===== config.mk =====
export PLATFORM = sky130hd
export DESIGN_NAME = dma_seq
export DESIGN_NICKNAME = d
export VERILOG_FILES = /design/src/rtl/dma_seq_pkg.sv /design/src/rtl/dma_seq_fsm.sv /design/src/rtl/dma_seq_regs.sv /design/src/rtl/dma_seq_out.sv /design/src/rtl/dma_seq.sv
export SDC_FILE = /design/constraint.sdc
export NUM_CORES = 1
export LEC_CHECK = 0
export ABC_AREA = 1
export ABC_CLOCK_PERIOD_IN_PS = 2700
export BUFFER_PORTS_ARGS = -buffer_cell sky130_fd_sc_hd__buf_2
export CAP_MARGIN = 5
export CELL_PAD_IN_SITES_DETAIL_PLACEMENT = 1
export CELL_PAD_IN_SITES_GLOBAL_PLACEMENT = 1
export CORE_ASPECT_RATIO = 1.25
export CORE_UTILIZATION = 40
export DETAILED_ROUTE_END_ITERATION = 16
export PLACE_DENSITY_LB_ADDON = 0.1
export SLEW_MARGIN = 0
export SYNTH_ARGS = -nofsm -noshare
export SYNTH_HDL_FRONTEND = slang
export SYNTH_SLANG_ARGS = --single-unit

===== constraint.sdc =====
create_clock -name clk -period 2.7 [get_ports clk]
set_input_delay 0.27 -clock clk [delete_from_list [all_inputs] [get_ports clk]]
set_output_delay 0.27 -clock clk [all_outputs]
set_load 0.01 [all_outputs]

===== src/rtl/dma_seq_pkg.sv =====
package dma_seq_pkg;

    typedef enum logic [3:0] {
        ST_SI,
        ST_S0,
        ST_S1,
        ST_S2,
        ST_S3,
        ST_SW,
        ST_S4,
        ST_S11,
        ST_S12,
        ST_S13,
        ST_S14,
        ST_S21,
        ST_S22,
        ST_S23,
        ST_S24
    } dma_state_e;

    // states in which a memory/I-O transfer owns the device acknowledge
    function automatic logic in_io_xfer(dma_state_e s);
        return (s == ST_S2) || (s == ST_S3) || (s == ST_SW) || (s == ST_S4);
    endfunction

    // states that close one transfer and advance the counters
    function automatic logic is_step(dma_state_e s);
        return (s == ST_S4) || (s == ST_S24);
    endfunction

    // write phase of a memory-to-memory transfer
    function automatic logic in_m2m_write(dma_state_e s);
        return (s == ST_S21) || (s == ST_S22) || (s == ST_S23) || (s == ST_S24);
    endfunction

endpackage


===== src/rtl/dma_seq_fsm.sv =====
module dma_seq_fsm
    import dma_seq_pkg::*;
(
    input  logic       clk,
    input  logic       rst_n,
    input  logic       req,
    input  logic       hlda,
    input  logic       ready,
    input  logic       m2m,
    input  logic       compressed,
    input  logic       last,
    input  logic       page_cross,
    output dma_state_e state
);

    dma_state_e nxt;

    always_ff @(posedge clk) begin
        if (!rst_n) state <= ST_SI;
        else        state <= nxt;
    end

    always_comb begin
        nxt = state;
        unique case (state)
            ST_SI:  nxt = req ? ST_S0 : ST_SI;
            ST_S0:  begin
                if (hlda) nxt = m2m ? ST_S11 : ST_S1;
            end
            ST_S1:  nxt = ST_S2;
            ST_S2:  begin
                if (!compressed) nxt = ST_S3;
                else             nxt = ready ? ST_S4 : ST_SW;
            end
            ST_S3:  nxt = ready ? ST_S4 : ST_SW;
            ST_SW:  nxt = ready ? ST_S4 : ST_SW;
            ST_S4:  begin
                if (last || !req) nxt = ST_SI;
                else              nxt = page_cross ? ST_S1 : ST_S2;
            end
            ST_S11: nxt = ST_S12;
            ST_S12: nxt = ST_S13;
            ST_S13: nxt = ready ? ST_S14 : ST_S13;
            ST_S14: nxt = ST_S21;
            ST_S21: nxt = ST_S22;
            ST_S22: nxt = ST_S23;
            ST_S23: nxt = ready ? ST_S24 : ST_S23;
            ST_S24: nxt = (last || !req) ? ST_SI : ST_S11;
            default: nxt = ST_SI;
        endcase
    end

    AST_WAIT_FOR_GRANT: assert property (@(posedge clk) disable iff (!rst_n)
        (state == ST_S0 && !hlda) |=> (state == ST_S0));
    AST_WAIT_STATE_HOLD: assert property (@(posedge clk) disable iff (!rst_n)
        (state == ST_SW && !ready) |=> (state == ST_SW));
    AST_COMPRESSED_SKIP: assert property (@(posedge clk) disable iff (!rst_n)
        (compressed && state == ST_S2) |=> (state != ST_S3));

endmodule


===== src/rtl/dma_seq_regs.sv =====
module dma_seq_regs #(
    parameter int ADDR_W = 16,
    parameter int CNT_W  = 16,
    parameter int DATA_W = 8
) (
    input  logic              clk,
    input  logic              rst_n,
    input  logic              load,
    input  logic [ADDR_W-1:0] cfg_src,
    input  logic [ADDR_W-1:0] cfg_dst,
    input  logic [CNT_W-1:0]  cfg_count,
    input  logic              down,
    input  logic              step,
    input  logic              busy,
    input  logic              eop_act,
    input  logic              latch,
    input  logic [DATA_W-1:0] db_in,
    output logic              armed,
    output logic              tc,
    output logic              last,
    output logic              page_cross,
    output logic [ADDR_W-1:0] src_addr,
    output logic [ADDR_W-1:0] dst_addr,
    output logic [DATA_W-1:0] temp
);

    logic [CNT_W-1:0] count;
    logic             eop_seen;

    assign tc   = (count == '0);
    assign last = tc || eop_seen || eop_act;
    assign page_cross = down ? (src_addr[DATA_W-1:0] == '0)
                             : (src_addr[DATA_W-1:0] == '1);

    always_ff @(posedge clk) begin
        if (!rst_n) begin
            src_addr <= '0;
            dst_addr <= '0;
            count    <= '0;
            armed    <= 1'b0;
        end else if (load) begin
            src_addr <= cfg_src;
            dst_addr <= cfg_dst;
            count    <= cfg_count;
            armed    <= 1'b1;
        end else if (step) begin
            src_addr <= down ? src_addr - ADDR_W'(1) : src_addr + ADDR_W'(1);
            dst_addr <= dst_addr + ADDR_W'(1);
            count    <= count - CNT_W'(1);
            if (last) armed <= 1'b0;
        end
    end

    always_ff @(posedge clk) begin
        if (!rst_n)       eop_seen <= 1'b0;
        else if (!busy)   eop_seen <= 1'b0;
        else if (eop_act) eop_seen <= 1'b1;
    end

    always_ff @(posedge clk) begin
        if (!rst_n)     temp <= '0;
        else if (latch) temp <= db_in;
    end

    AST_COUNT_STEP: assert property (@(posedge clk) disable iff (!rst_n)
        step |=> (count == $past(count) - CNT_W'(1)));
    AST_ADDR_UP: assert property (@(posedge clk) disable iff (!rst_n)
        (step && !down) |=> (src_addr == $past(src_addr) + ADDR_W'(1)));
    AST_ADDR_DOWN: assert property (@(posedge clk) disable iff (!rst_n)
        (step && down) |=> (src_addr == $past(src_addr) - ADDR_W'(1)));

endmodule


===== src/rtl/dma_seq_out.sv =====
module dma_seq_out
    import dma_seq_pkg::*;
#(
    parameter int ADDR_W = 16,
    parameter int DATA_W = 8
) (
    input  logic              clk,
    input  logic              rst_n,
    input  dma_state_e        state,
    input  logic              to_io,
    input  logic              compressed,
    input  logic              ext_write,
    input  logic              dack_hi,
    input  logic              tc,
    input  logic [ADDR_W-1:0] src_addr,
    input  logic [ADDR_W-1:0] dst_addr,
    input  logic [DATA_W-1:0] temp,
    output logic              hrq,
    output logic              aen,
    output logic              adstb,
    output logic              dack,
    output logic              mem_rd_n,
    output logic              mem_wr_n,
    output logic              io_rd_n,
    output logic              io_wr_n,
    output logic [DATA_W-1:0] addr_lo,
    output logic [DATA_W-1:0] db_out,
    output logic              db_oe,
    output logic              eop_out_n
);

    logic              rd_ph, wr_ph, m_rd, m_wr, dack_act;
    logic [ADDR_W-1:0] cur;

    always_comb begin
        rd_ph = (state == ST_S2) || (state == ST_S3) || (state == ST_SW);
        wr_ph = (state == ST_S3) || (state == ST_SW) ||
                ((state == ST_S2) && (compressed || ext_write));
        m_rd  = (state == ST_S12) || (state == ST_S13);
        m_wr  = (state == ST_S23) || ((state == ST_S22) && ext_write);

        cur      = in_m2m_write(state) ? dst_addr : src_addr;
        dack_act = in_io_xfer(state);

        hrq       = (state != ST_SI);
        aen       = (state != ST_SI) && (state != ST_S0);
        adstb     = (state == ST_S1) || (state == ST_S11) || (state == ST_S21);
        dack      = dack_hi ? dack_act : !dack_act;
        mem_rd_n  = !((rd_ph && to_io) || m_rd);
        io_rd_n   = !(rd_ph && !to_io);
        mem_wr_n  = !((wr_ph && !to_io) || m_wr);
        io_wr_n   = !(wr_ph && to_io);
        addr_lo   = cur[DATA_W-1:0];
        db_out    = adstb ? DATA_W'(cur >> DATA_W) : temp;
        db_oe     = adstb || m_wr;
        eop_out_n = !(is_step(state) && tc);
    end

    AST_MEM_RW_EXCL: assert property (@(posedge clk) disable iff (!rst_n)
        !(!mem_rd_n && !mem_wr_n));
    AST_STROBE_NEEDS_AEN: assert property (@(posedge clk) disable iff (!rst_n)
        (!mem_rd_n || !mem_wr_n || !io_rd_n || !io_wr_n) |-> aen);
    AST_TC_PULSE_ONE: assert property (@(posedge clk) disable iff (!rst_n)
        !eop_out_n |=> eop_out_n);
    AST_ADSTB_ONE: assert property (@(posedge clk) disable iff (!rst_n)
        adstb |=> !adstb);

endmodule


===== src/rtl/dma_seq.sv =====
module dma_seq
    import dma_seq_pkg::*;
#(
    parameter int ADDR_W = 16,
    parameter int CNT_W  = 16,
    parameter int DATA_W = 8
) (
    input  logic              clk,
    input  logic              rst_n,
    input  logic              cfg_load,
    input  logic [ADDR_W-1:0] cfg_src_addr,
    input  logic [ADDR_W-1:0] cfg_dst_addr,
    input  logic [CNT_W-1:0]  cfg_count,
    input  logic              cfg_down,
    input  logic              cfg_to_io,
    input  logic              cfg_m2m,
    input  logic              cfg_compressed,
    input  logic              cfg_ext_write,
    input  logic              cfg_dreq_hi,
    input  logic              cfg_dack_hi,
    input  logic              dreq,
    input  logic              hlda,
    input  logic              ready,
    input  logic              eop_in_n,
    input  logic [DATA_W-1:0] db_in,
    output logic              hrq,
    output logic              aen,
    output logic              adstb,
    output logic              dack,
    output logic              mem_rd_n,
    output logic              mem_wr_n,
    output logic              io_rd_n,
    output logic              io_wr_n,
    output logic [DATA_W-1:0] addr_lo,
    output logic [DATA_W-1:0] db_out,
    output logic              db_oe,
    output logic              eop_out_n
);

    dma_state_e        state;
    logic              armed, tc, last, page_cross;
    logic              dreq_act, req, load, step, busy, latch, eop_act;
    logic [ADDR_W-1:0] src_addr, dst_addr;
    logic [DATA_W-1:0] temp;

    assign dreq_act = cfg_dreq_hi ? dreq : !dreq;
    assign req      = dreq_act && armed;
    assign eop_act  = !eop_in_n;
    assign load     = cfg_load && (state == ST_SI);
    assign step     = is_step(state);
    assign busy     = (state != ST_SI);
    assign latch    = (state == ST_S13) && ready;

    dma_seq_fsm u_fsm (
        .clk        (clk),
        .rst_n      (rst_n),
        .req        (req),
        .hlda       (hlda),
        .ready      (ready),
        .m2m        (cfg_m2m),
        .compressed (cfg_compressed),
        .last       (last),
        .page_cross (page_cross),
        .state      (state)
    );

    dma_seq_regs #(.ADDR_W(ADDR_W), .CNT_W(CNT_W), .DATA_W(DATA_W)) u_regs (
        .clk        (clk),
        .rst_n      (rst_n),
        .load       (load),
        .cfg_src    (cfg_src_addr),
        .cfg_dst    (cfg_dst_addr),
        .cfg_count  (cfg_count),
        .down       (cfg_down),
        .step       (step),
        .busy       (busy),
        .eop_act    (eop_act),
        .latch      (latch),
        .db_in      (db_in),
        .armed      (armed),
        .tc         (tc),
        .last       (last),
        .page_cross (page_cross),
        .src_addr   (src_addr),
        .dst_addr   (dst_addr),
        .temp       (temp)
    );

    dma_seq_out #(.ADDR_W(ADDR_W), .DATA_W(DATA_W)) u_out (
        .clk        (clk),
        .rst_n      (rst_n),
        .state      (state),
        .to_io      (cfg_to_io),
        .compressed (cfg_compressed),
        .ext_write  (cfg_ext_write),
        .dack_hi    (cfg_dack_hi),
        .tc         (tc),
        .src_addr   (src_addr),
        .dst_addr   (dst_addr),
        .temp       (temp),
        .hrq        (hrq),
        .aen        (aen),
        .adstb      (adstb),
        .dack       (dack),
        .mem_rd_n   (mem_rd_n),
        .mem_wr_n   (mem_wr_n),
        .io_rd_n    (io_rd_n),
        .io_wr_n    (io_wr_n),
        .addr_lo    (addr_lo),
        .db_out     (db_out),
        .db_oe      (db_oe),
        .eop_out_n  (eop_out_n)
    );

    AST_AEN_AFTER_GRANT: assert property (@(posedge clk) disable iff (!rst_n)
        $rose(aen) |-> $past(hlda));
    AST_IDLE_UNARMED: assert property (@(posedge clk) disable iff (!rst_n)
        (state == ST_SI && !armed) |=> !hrq);

endmodule


==> results of run 1 <==
## worst paths after layout
kind                       start              end  slack (ns)
hold / removal          db_in[5]   u_regs.temp[5]        0.18
setup / recovery  u_fsm.state[3]       addr_lo[2]        0.28
hold reg to reg   u_regs.temp[7]   u_regs.temp[7]        0.48
setup reg to reg  u_fsm.state[3]  u_regs.count[1]        0.53
## state kept, by name (all words and copies together) (netlist names)
name             cells
u_regs.eop_seen      1
u_regs.count        16
u_regs.src_addr     16
u_regs.dst_addr     16
u_regs.temp          8
u_fsm.state          4
u_regs.armed         1
## cell usage after synthesis, types with 2 or more instances
cell type / n / area share, %
o211ai_1: 10 / 1.6
inv_1: 99 / 7.7
nor2_1: 92 / 7.2
nand4_1: 10 / 1.3
buf_4: 4 / 0.62
clkbuf_2: 2 / 0.21
a22oi_1: 3 / 0.47
o21ai_0: 44 / 4.6
and2_1: 3 / 0.39
buf_2: 13 / 1.3
o21ai_1: 18 / 1.9
nand2_1: 218 / 17
a21oi_1: 44 / 4.6
a221oi_1: 2 / 0.36
dfxtp_1: 62 / 26
or2_2: 8 / 1.0
inv_2: 9 / 0.70
ha_1: 16 / 4.2
nor3_1: 8 / 0.83
nand2_2: 2 / 0.26
a211oi_1: 2 / 0.31
nand2_4: 2 / 0.47
nor3_2: 4 / 0.83
xor2_1: 11 / 2.0
a31oi_1: 16 / 2.1
and3_1: 2 / 0.26
nor2_4: 2 / 0.47
buf_6: 6 / 1.4
nor2_2: 2 / 0.26
nand3_1: 71 / 7.4
clkbuf_1: 6 / 0.47
## stage by stage
stage	instances	cell area, µm²	total power [µW]	setup WS (ns)	util, %
detailed placement	1035	5364	4776	0.5358	45.96
CTS	1051	5667	6036	0.2720	48.55
floorplan	802	4822	3920	0.9824	-
finish	1051	5667	6001	0.2784	48.55
global placement	1035	5364	4638	0.6398	45.96
global route	1051	5667	6505	0.1434	48.55
## critical path: cells and delay by family (launching register included)
kind,cells,cell delay [ns]
buffers and inverters,3,0.51
flip-flops,1,0.47
multiplexers,1,0.38
AND/OR/NAND/NOR,4,0.43
## layer usage
layer	vias to the layer above	GRT usage [%]	wire length, µm
li1	2763	-	-
met1	2608	29.44	6649
met2	97	52.50	8910
met3	24	2.862	396
met4	0	10.91	406
met5	-	0	0
## cell families (layout without fill, tap and decap cells)
| logic type | Yosys count | in the layout | synth area share (%) |
|---|---|---|---|
| buffers and inverters | 139 | 227 | 12.45 |
| multiplexers | 1 | 1 | 0.2335 |
| flip-flops | 62 | 62 | 25.74 |
| XOR/XNOR | 12 | 12 | 2.180 |
| AO/OA/AOI/OAI | 145 | 145 | 16.89 |
| adder cells (fa/ha/maj) | 17 | 17 | 4.567 |
| AND/OR/NAND/NOR | 426 | 426 | 37.93 |
## final cells by class
| type | instances | area (µm²) |
|---|---|---|
| Fill cell | 1716 | 6005 |
| Multi-Input combinational cell | 601 | 2980 |
| Sequential cell | 62 | 1241 |
| Timing Repair Buffer | 103 | 535.5 |
| Inverter | 108 | 405.4 |
| Clock buffer | 13 | 260.3 |
| Tap cell | 161 | 201.4 |
| Clock inverter | 3 | 42.54 |
## power by group
part / leakage (µW) / total (µW) / internal, µW / switching (µW)
sequential: 0.000509 / 1550 / 1210 / 338
clock: 0.000146 / 1210 / 764 / 449
combinational: 0.00211 / 3240 / 1110 / 2130
total: 0.00276 / 6000 / 3080 / 2920
==> metrics.yaml, run 1 <==
cts_num_sinks: 62
grt_max_degree: 35
vias_per_cell: 5.225
cts_setup_buffers: 0
initial_utilization_pct: 41.32
hpwlAfterDp_um: 12270
worstHoldPathCells: 3
yosys.cell_types.count: 42
cts_buffers: 9
rsz0062_at_grt: "false"
nets: 972
cts.clk_slew.worst_paths_ns: 0.06
io_pins: 96
period_share_pct: 89.69
crit_path_start_kind: "flop"
final_max_slew_viol_count: 0
worstPathArrival_ns: 2.15
cp_cell_sequence: "nand2_1, inv_1, nand2_1, nand2_1, or2_1, buf_4, mux2_2, buf_2"
syn_area_um2: 4822
syn-num-nets: 889
hold_ws_ns: 0.1796
cts_tree: "built"
drt_wl_total_um: 16360
ys_seq_area_share_pct: 25.74
gr-total-overflow: 0
outcome: "completed"
max_slew.worst_pin.slew_ns: 0.4977
num_antenna_cells: 0
h-tree-depth: 3
grt_pass1_wl_um: 26770
maxClockFrequency_mhz: 413.0
dieArea_um2: 12500
root_buffer: "clkbuf_16"
routedWlPerCell_um: 15.57
mostFrequentLayoutCells: "nand2_1, inv_1, buf_2, nor2_1, nand3_1"
cts_buffer_depth: 2
layout_commonest_cell: "nand2_1"
io_buffer_count: 95
fp.dieW_um: 100.2
critical_path_class: "reg2out"
synth-async-reset-ratio_pct: 0
core_um2: 11670
num_vias: 5492
drc: 0
irDropWorstVdd_uv: 516.7
critPathMaxFanout: 31
slowest_delay_ns: 0.47
leakage_uw: 0.002765
critPathRequiredTime_ns: 2.43
synth-edff-count: 0
powerDensity_nw_per_um2: 1059
drt-initial-drc-count: 181
critPathMostFrequentCell: "nand2_1"
gp_congestion: 0.8886
synth_flop_cell: "dfxtp_1"
ant_nets: 0
period_needed_ns: 2.422
antenna_found_initial: 0
ys_warn_count: 0
hold_viol: 0
firstDrtPassIters: 4
slowest_stage: "dfxtp_1"
synth-seq-cells: 62
relSlewSlack_pct: 66.57
cts_resized: 0
hp-class: "in2reg"
fp-row-count: 44
setup_violations: 0
max_cap_viol_count: 0
end_kind: "output port"
avgSynthCellArea_um2: 6.013
clk_latency_ns: 0.35
grt.total_usage_pct: 27.25
fin_skew_ns: 0.01009
area_growth_pct: 17.51
worstRegToRegCells: 8
hold_buffers: 0
grt_pass1_vias: 5704
die_h_um: 124.8
drive_gt1_share_pct: 16.97
fin_setup_tns_ns: 0
syn_inst: 802
Power figures use the tool's default switching activity.
==> inputs of run 2 (changes only) <==
--- a/config.mk
+++ b/config.mk
@@ -5,7 +5,6 @@
 export SDC_FILE = /design/constraint.sdc
 export NUM_CORES = 1
 export LEC_CHECK = 0
-export ABC_AREA = 1
 export ABC_CLOCK_PERIOD_IN_PS = 2700
 export BUFFER_PORTS_ARGS = -buffer_cell sky130_fd_sc_hd__buf_2
 export CAP_MARGIN = 5
==> run 2 against run 1 <==
Against the previous run:
- fmax rose by 0.51%
- critical endpoint is now eop_out_n
- sequential power about the same
- cell count down 29%
- combinational power decreased by 30%
- wire length decreased by 21%
- synthesized cell count is 34% lower
- core utilization grew 1.8 points
- power down 15%
- count of clock-buffer cells in the layout is 1 lower
==> metrics.yaml, run 2 <==
cts_buffer_depth: 2  # unchanged
h-tree-depth: 3  # unchanged
period_needed_ns: 2.409  # was 2.422 ns
gr-total-overflow: 0  # unchanged
ys_seq_area_share_pct: 29.71  # was 25.74%
routedWlPerCell_um: 17.31  # was 15.57 µm
yosysTopAreaCell: "dfxtp_1"  # unchanged
drt_wl_total_um: 12980  # was 16360 µm
area_growth_pct: 21.92  # was 17.51%
num_antenna_cells: 0  # unchanged
fin_setup_tns_ns: 0  # unchanged
max_cap_viol_count: 0  # unchanged
hold_viol: 0  # unchanged
dieArea_um2: 10860  # was 12500 µm²
multi_input_area_um2: 2726  # was 2980 µm²
hold_buffers: 0  # unchanged
maxClockFrequency_mhz: 415.0  # was 413.0 MHz
initial_utilization_pct: 41.34  # was 41.32%
relSlewSlack_pct: 59.58  # was 66.57%
synth-async-reset-ratio_pct: 0  # unchanged
syn_inst: 530  # was 802
ys_top_cells_by_count: "nor2_1, dfxtp_1, nand2_1"  # was nand2_1, inv_1, nor2_1
grt_pass1_wl_um: 21400  # was 26770 µm
fp-row-count: 41  # was 44
syn-num-nets: 617  # was 889
drt-initial-drc-count: 99  # was 181
synth-seq-cells: 62  # unchanged
synth.most_common_cell: "nor2_1"  # was nand2_1
combPwrFrac_pct: 44.8  # was 54.0%
critPathRequiredTime_ns: 2.43  # about the same
cts_tree: "built"  # unchanged
fin_skew_ns: 0.002772  # was 0.01009 ns
place_ws_ns: 0.2136  # was 0.5358 ns
seq_area_um2: 1242  # was 1241 µm²
syn_area_um2: 4178  # was 4822 µm²
layout_commonest_cell: "buf_2"  # was nand2_1
outcome: "completed"  # unchanged
hp-class: "in2reg"  # unchanged
swShare_pct: 40.72  # was 48.59%
cts_setup_buffers: 0  # unchanged
n_fill_cell: 1269  # was 1716
antenna_found_initial: 0  # unchanged
io_buffer_count: 95  # unchanged
gp_congestion: 0.8336  # was 0.8886
postLayoutCellArea_um2: 5094  # was 5667 µm²
reg_top3: "u_regs.count (16), u_regs.dst_addr (16), u_regs.src_addr (16)"  # unchanged
critPathMaxFanout: 4  # was 31
worstPathArrival_ns: 2.14  # was 2.15 ns
ys_warn_count: 0  # unchanged
grt_pass1_vias: 4398  # was 5704
yosys.cell_types.count: 58  # was 42
placed_cells: 735  # was 1035
p_seq_share_pct: 30.1  # was 25.8%
crit_path_start_kind: "flop"  # unchanged
grt.total_usage_pct: 25.30  # was 27.25%
cts_resized: 0  # unchanged
timing.final.ws_setup_ns: 0.2906  # was 0.2784 ns
avgSynthCellArea_um2: 7.883  # was 6.013 µm²
synth_area_leaders: "dfxtp_1, nor2_1, xnor2_1"  # was dfxtp_1, nand2_1, inv_1
fp.dieW_um: 93.41  # was 100.2 µm
synth-edff-count: 0  # unchanged
cts_buffers: 9  # unchanged
period_share_pct: 89.24  # was 89.69%
cts_num_sinks: 62  # unchanged
ant_nets: 0  # unchanged
root_buffer: "clkbuf_16"  # unchanged
num_vias: 4196  # was 5492
synth_flop_cell: "dfxtp_1"  # unchanged
core_um2: 10110  # was 11670 µm²
cts.clk_slew.worst_paths_ns: 0.05  # was 0.06 ns
fin_cells: 750  # was 1051
mostFrequentLayoutCells: "buf_2, nor2_1, dfxtp_1, nand2_1, o21ai_0"  # was nand2_1, inv_1, buf_2, nor2_1, nand3_1
grt_max_degree: 33  # was 35
powerDensity_nw_per_um2: 996.7  # was 1059 nW/µm²
drive_gt1_share_pct: 22.87  # was 16.97%
hpwlAfterDp_um: 9620  # was 12270 µm
drc: 0  # unchanged
max_slew.worst_pin.slew_ns: 0.6031  # was 0.4977 ns
nets: 704  # was 972
post_dp_cell_area_um2: 4766  # was 5364 µm²
vias_per_cell: 5.595  # was 5.225
final_max_slew_viol_count: 0  # unchanged
leakage_uw: 0.002179  # was 0.002765 µW
critical_path_class: "reg2out"  # unchanged
clk_latency_ns: 0.33  # was 0.35 ns
yosys.area.top_type_share_pct: 29.71  # was 25.74%
firstDrtPassIters: 4  # unchanged
io_pins: 96  # unchanged
intPower_uw: 3009  # was 3085 µW
die_h_um: 116.3  # was 124.8 µm
setup_violations: 0  # unchanged
end_kind: "output port"  # unchanged
irDropWorstVdd_uv: 452.5  # was 516.7 µV
p_sw_uw: 2067  # was 2916 µW
hold_ws_ns: 0.1777  # was 0.1796 ns
rsz0062_at_grt: "false"  # unchanged
clkPwrFrac_pct: 25.1  # was 20.2%
==> run 2: critical path, stage by stage, from the launching register on <==
cell,delay (ns)
dfxtp_1,0.34
or3_2,0.55
nor4_1,0.54
nand4_1,0.19
buf_2,0.18
==> run 2: routing by layer <==
layer / track usage, % / wire length (µm) / share of wire [%]
met1: 30.98 / 5832 / 45
met2: 45.44 / 6562 / 51
met3: 4.167 / 441 / 3.4
met4: 7.487 / 143 / 1.1
met5: 0 / 0 / 0
==> run 2: per-stage QoR <==
step | total power, µW | util, %
after floorplan | 3097 | -
after global placement | 3694 | 47.16
after detailed placement | 3787 | 47.16
after CTS | 5101 | 50.37
after global routing | 5449 | 50.40
final | 5077 | 50.40
==> run 2: path summary, 6_finish.rpt <==
path | depth (start not counted) | start | slack [ns] | endpoint
max | 4 | u_regs.count[8] | 0.29 | eop_out_n
min | 3 | db_in[5] | 0.18 | u_regs.temp[5]
max reg2reg | 4 | u_fsm.state[2] | 0.32 | u_regs.dst_addr[13]
min reg2reg | 2 | u_regs.armed | 0.47 | u_regs.armed
==> run 2: cell type report <==
class	count	share of cell area, %
Inverter	13	0.9580
Timing Repair Buffer	107	11.59
Sequential cell	62	24.39
Multi-Input combinational cell	424	53.52
Clock buffer	12	5.036
Tap cell	129	3.169
Clock inverter	3	1.326
==> run 2: cells by family after synthesis <==
group | after synthesis | share of synthesized area (%)
multiplexers | 25 | 6.229
AO/OA/AOI/OAI | 137 | 20.90
adder cells (fa/ha/maj) | 17 | 5.271
flip-flops | 62 | 29.71
buffers and inverters | 44 | 5.151
XOR/XNOR | 41 | 8.595
AND/OR/NAND/NOR | 204 | 24.14
==> run 2: power groups by stage <==
stage	Clock [µW]	Sequential (µW)	Combinational (µW)
after floorplan	0	1410	1690
after global placement	0	1520	2170
after detailed placement	0	1540	2250
after CTS	1300	1520	2280
after global routing	1340	1570	2540
final	1280	1530	2270
==> inputs of run 3 (changes only) <==
--- a/config.mk
+++ b/config.mk
@@ -5,7 +5,7 @@
 export SDC_FILE = /design/constraint.sdc
 export NUM_CORES = 1
 export LEC_CHECK = 0
-export ABC_CLOCK_PERIOD_IN_PS = 2700
+export ABC_CLOCK_PERIOD_IN_PS = 3000
 export BUFFER_PORTS_ARGS = -buffer_cell sky130_fd_sc_hd__buf_2
 export CAP_MARGIN = 5
 export CELL_PAD_IN_SITES_DETAIL_PLACEMENT = 1
==> constraint.sdc (replaced) <==
create_clock -name clk -period 3 [get_ports clk]
set_input_delay 0.3 -clock clk [delete_from_list [all_inputs] [get_ports clk]]
set_output_delay 0.3 -clock clk [all_outputs]
set_load 0.01 [all_outputs]
==> run 3 against run 2 <==
Against the previous run:
- via count rose by 1.5%
- cell area shrank 0.93%
- cell count is 0.27% higher
- critical path type unchanged
- sequential cell count is the same
- hold slack better by 0.030 ns
==> metrics.yaml, run 3 (synthesis gave the netlist of run 2 again) <==
critPathMostFrequentCell: "nand2_1"
hpwlAfterDp_um: 9682  # was 9620 µm
die_h_um: 116.3  # unchanged
fp-row-count: 41  # unchanged
firstDrtPassIters: 4  # unchanged
cp_cell_sequence: "nor2b_1, nand2_1, o21ai_0, nand2_1, inv_1, or2_2, buf_2"  # was or3_2, nor4_1, nand4_1, buf_2
initial_utilization_pct: 41.34  # unchanged
h-tree-depth: 3  # unchanged
reg2reg_from: "u_fsm.state[2]"  # unchanged
hold_buffers: 0  # unchanged
cts.clk_slew.worst_paths_ns: 0.05  # about the same
reg_top3: "u_regs.count (16), u_regs.dst_addr (16), u_regs.src_addr (16)"  # unchanged
drt_wl_total_um: 13020  # was 12980 µm
worstHoldPathCells: 3  # unchanged
critPathRequiredTime_ns: 2.70  # was 2.43 ns
routedWlPerCell_um: 17.31  # about the same
max_slew.worst_pin.slew_ns: 0.5890  # was 0.6031 ns
path_delay_family: "simple AND/OR/NAND/NOR gates"  # unchanged
grt.total_usage_pct: 24.85  # was 25.30%
cts_buffers: 9  # unchanged
period_share_pct: 85.79
hp-start: "db_in[0]"  # was db_in[5]
drive_gt1_share_pct: 22.79  # was 22.87%
gr-total-overflow: 0  # unchanged
cts_num_sinks: 62  # unchanged
final_max_slew_viol_count: 0  # unchanged
crit_path_start_kind: "flop"  # unchanged
rsz0062_at_grt: "false"  # unchanged
cts_setup_buffers: 0  # unchanged
cts_resized: 0  # unchanged
worstRegToRegCells: 4  # unchanged
end_kind: "output port"  # unchanged
grt_pass1_wl_um: 21020  # was 21400 µm
vias_per_cell: 5.661  # was 5.595
fin_skew_ns: 0.007472  # was 0.002772 ns
leakage_uw: 0.002163  # was 0.002179 µW
max_cap_viol_count: 0  # unchanged
postLayoutCellArea_um2: 5046  # was 5094 µm²
hp-class: "in2reg"  # unchanged
ant_nets: 0  # unchanged
core_um2: 10110  # unchanged
outcome: "completed"  # unchanged
grt_pass1_vias: 4267  # was 4398
irDropWorstVdd_uv: 372.1  # was 452.5 µV
num_vias: 4257  # was 4196
io_pins: 96  # unchanged
cts_buffer_depth: 2  # unchanged
drt-initial-drc-count: 173  # was 99
critical_path_class: "reg2out"  # unchanged
place_ws_ns: 0.4086  # was 0.2136 ns
layout_commonest_cell: "buf_2"  # unchanged
grt_max_degree: 30  # was 33
cp.buffers_inverters: 2  # was 1
rrSetupSlack_ns: 0.56  # was 0.32 ns
dieArea_um2: 10860  # unchanged
period_needed_ns: 2.574
drc: 0  # unchanged
powerDensity_nw_per_um2: 877.3  # was 996.7 nW/µm²
io_buffer_count: 95  # unchanged
area_growth_pct: 20.78  # was 21.92%
antenna_found_initial: 0  # unchanged
critPathMaxFanout: 17  # was 4
fp.dieW_um: 93.41  # unchanged
hold_viol: 0  # unchanged
maxClockFrequency_mhz: 388.5
clk_latency_ns: 0.33  # about the same
timing.final.ws_setup_ns: 0.4262  # was 0.2906 ns
relSlewSlack_pct: 60.52  # was 59.58%
slowest_delay_ns: 0.66  # was 0.55 ns
cts_tree: "built"  # unchanged
worstPathArrival_ns: 2.27  # was 2.14 ns
nets: 706  # was 704
setup_violations: 0  # unchanged
gp_congestion: 0.8303  # was 0.8336
root_buffer: "clkbuf_16"  # unchanged
slowest_stage: "dfxtp_1"  # was or3_2
r2r-end: "u_regs.dst_addr[13]"  # unchanged
fin_setup_tns_ns: 0  # unchanged
mostFrequentLayoutCells: "buf_2, nor2_1, dfxtp_1, nand2_1, o21ai_0"  # unchanged
num_antenna_cells: 0  # unchanged
min_to: "u_regs.temp[0]"  # was u_regs.temp[5]
post_dp_cell_area_um2: 4756  # was 4766 µm²
==> run 3: cell count changes in the layout (fill, tap and decap cells not counted) <==
cell       previous run  this run
dfxtp_2               1         0
buf_4                10        14
buf_12                2         0
clkbuf_8              2         1
nand2_1              46        47
dfxtp_1              61        62
clkinv_2              0         2
nand2_2               2         1
bufinv_16             2         1
==> run 3: tightest hold or removal path, delay by kind of cell <==
family | cells | cell delay, ns
buf+inv | 1 | 0.08
simple gates | 1 | 0.07
mux | 1 | 0.05
==> run 3: layout make-up <==
class	count	area, µm²
clock buffer	11	242.7
inverter	13	48.80
fill	1282	5060
multi-input combinational	424	2724
timing repair buffer	109	580.6
clock inverter	4	47.55
sequential	62	1241
tap	129	161.4
==> run 3: worst max-delay path by stage <==
stage | from | to | slack (ns) | cells past startpoint
2_1_floorplan | u_fsm.state[2] | db_out[0] | 1.01 | 6
3_3_place_gp | cfg_down | u_regs.src_addr[12] | 0.52 | 9
3_5_place_dp | cfg_down | u_regs.src_addr[12] | 0.41 | 9
4_1_cts | u_fsm.state[2] | db_oe | 0.37 | 7
5_1_grt | u_fsm.state[2] | db_oe | 0.18 | 7
6_report | u_fsm.state[2] | db_oe | 0.43 | 7
==> run 3: stage by stage <==
step	hold WS (ns)	util (%)	power [µW]	std cells
after floorplan	0.4439	-	2787	530
after global placement	0.4627	47.06	3306	737
after detailed placement	0.4760	47.06	3392	737
after CTS	0.2029	49.93	4447	752
after global routing	0.2262	49.93	4763	752
final	0.2078	49.93	4427	752
==> run 3: layer usage <==
layer	GRT usage [%]	up-vias	share of wire (%)
met1	30.26	2029	45
met5	0	-	0
met2	44.41	107	49
met4	8.103	0	1.8
li1	-	2098	-
met3	4.167	23	4.0
==> run 3: power by group <==
group | leakage (µW) | total, µW | internal (µW) | switching [µW]
registers | 0.000511 | 1380 | 1070 | 306
logic | 0.00151 | 2010 | 845 | 1170
clock network | 0.000141 | 1040 | 658 | 378
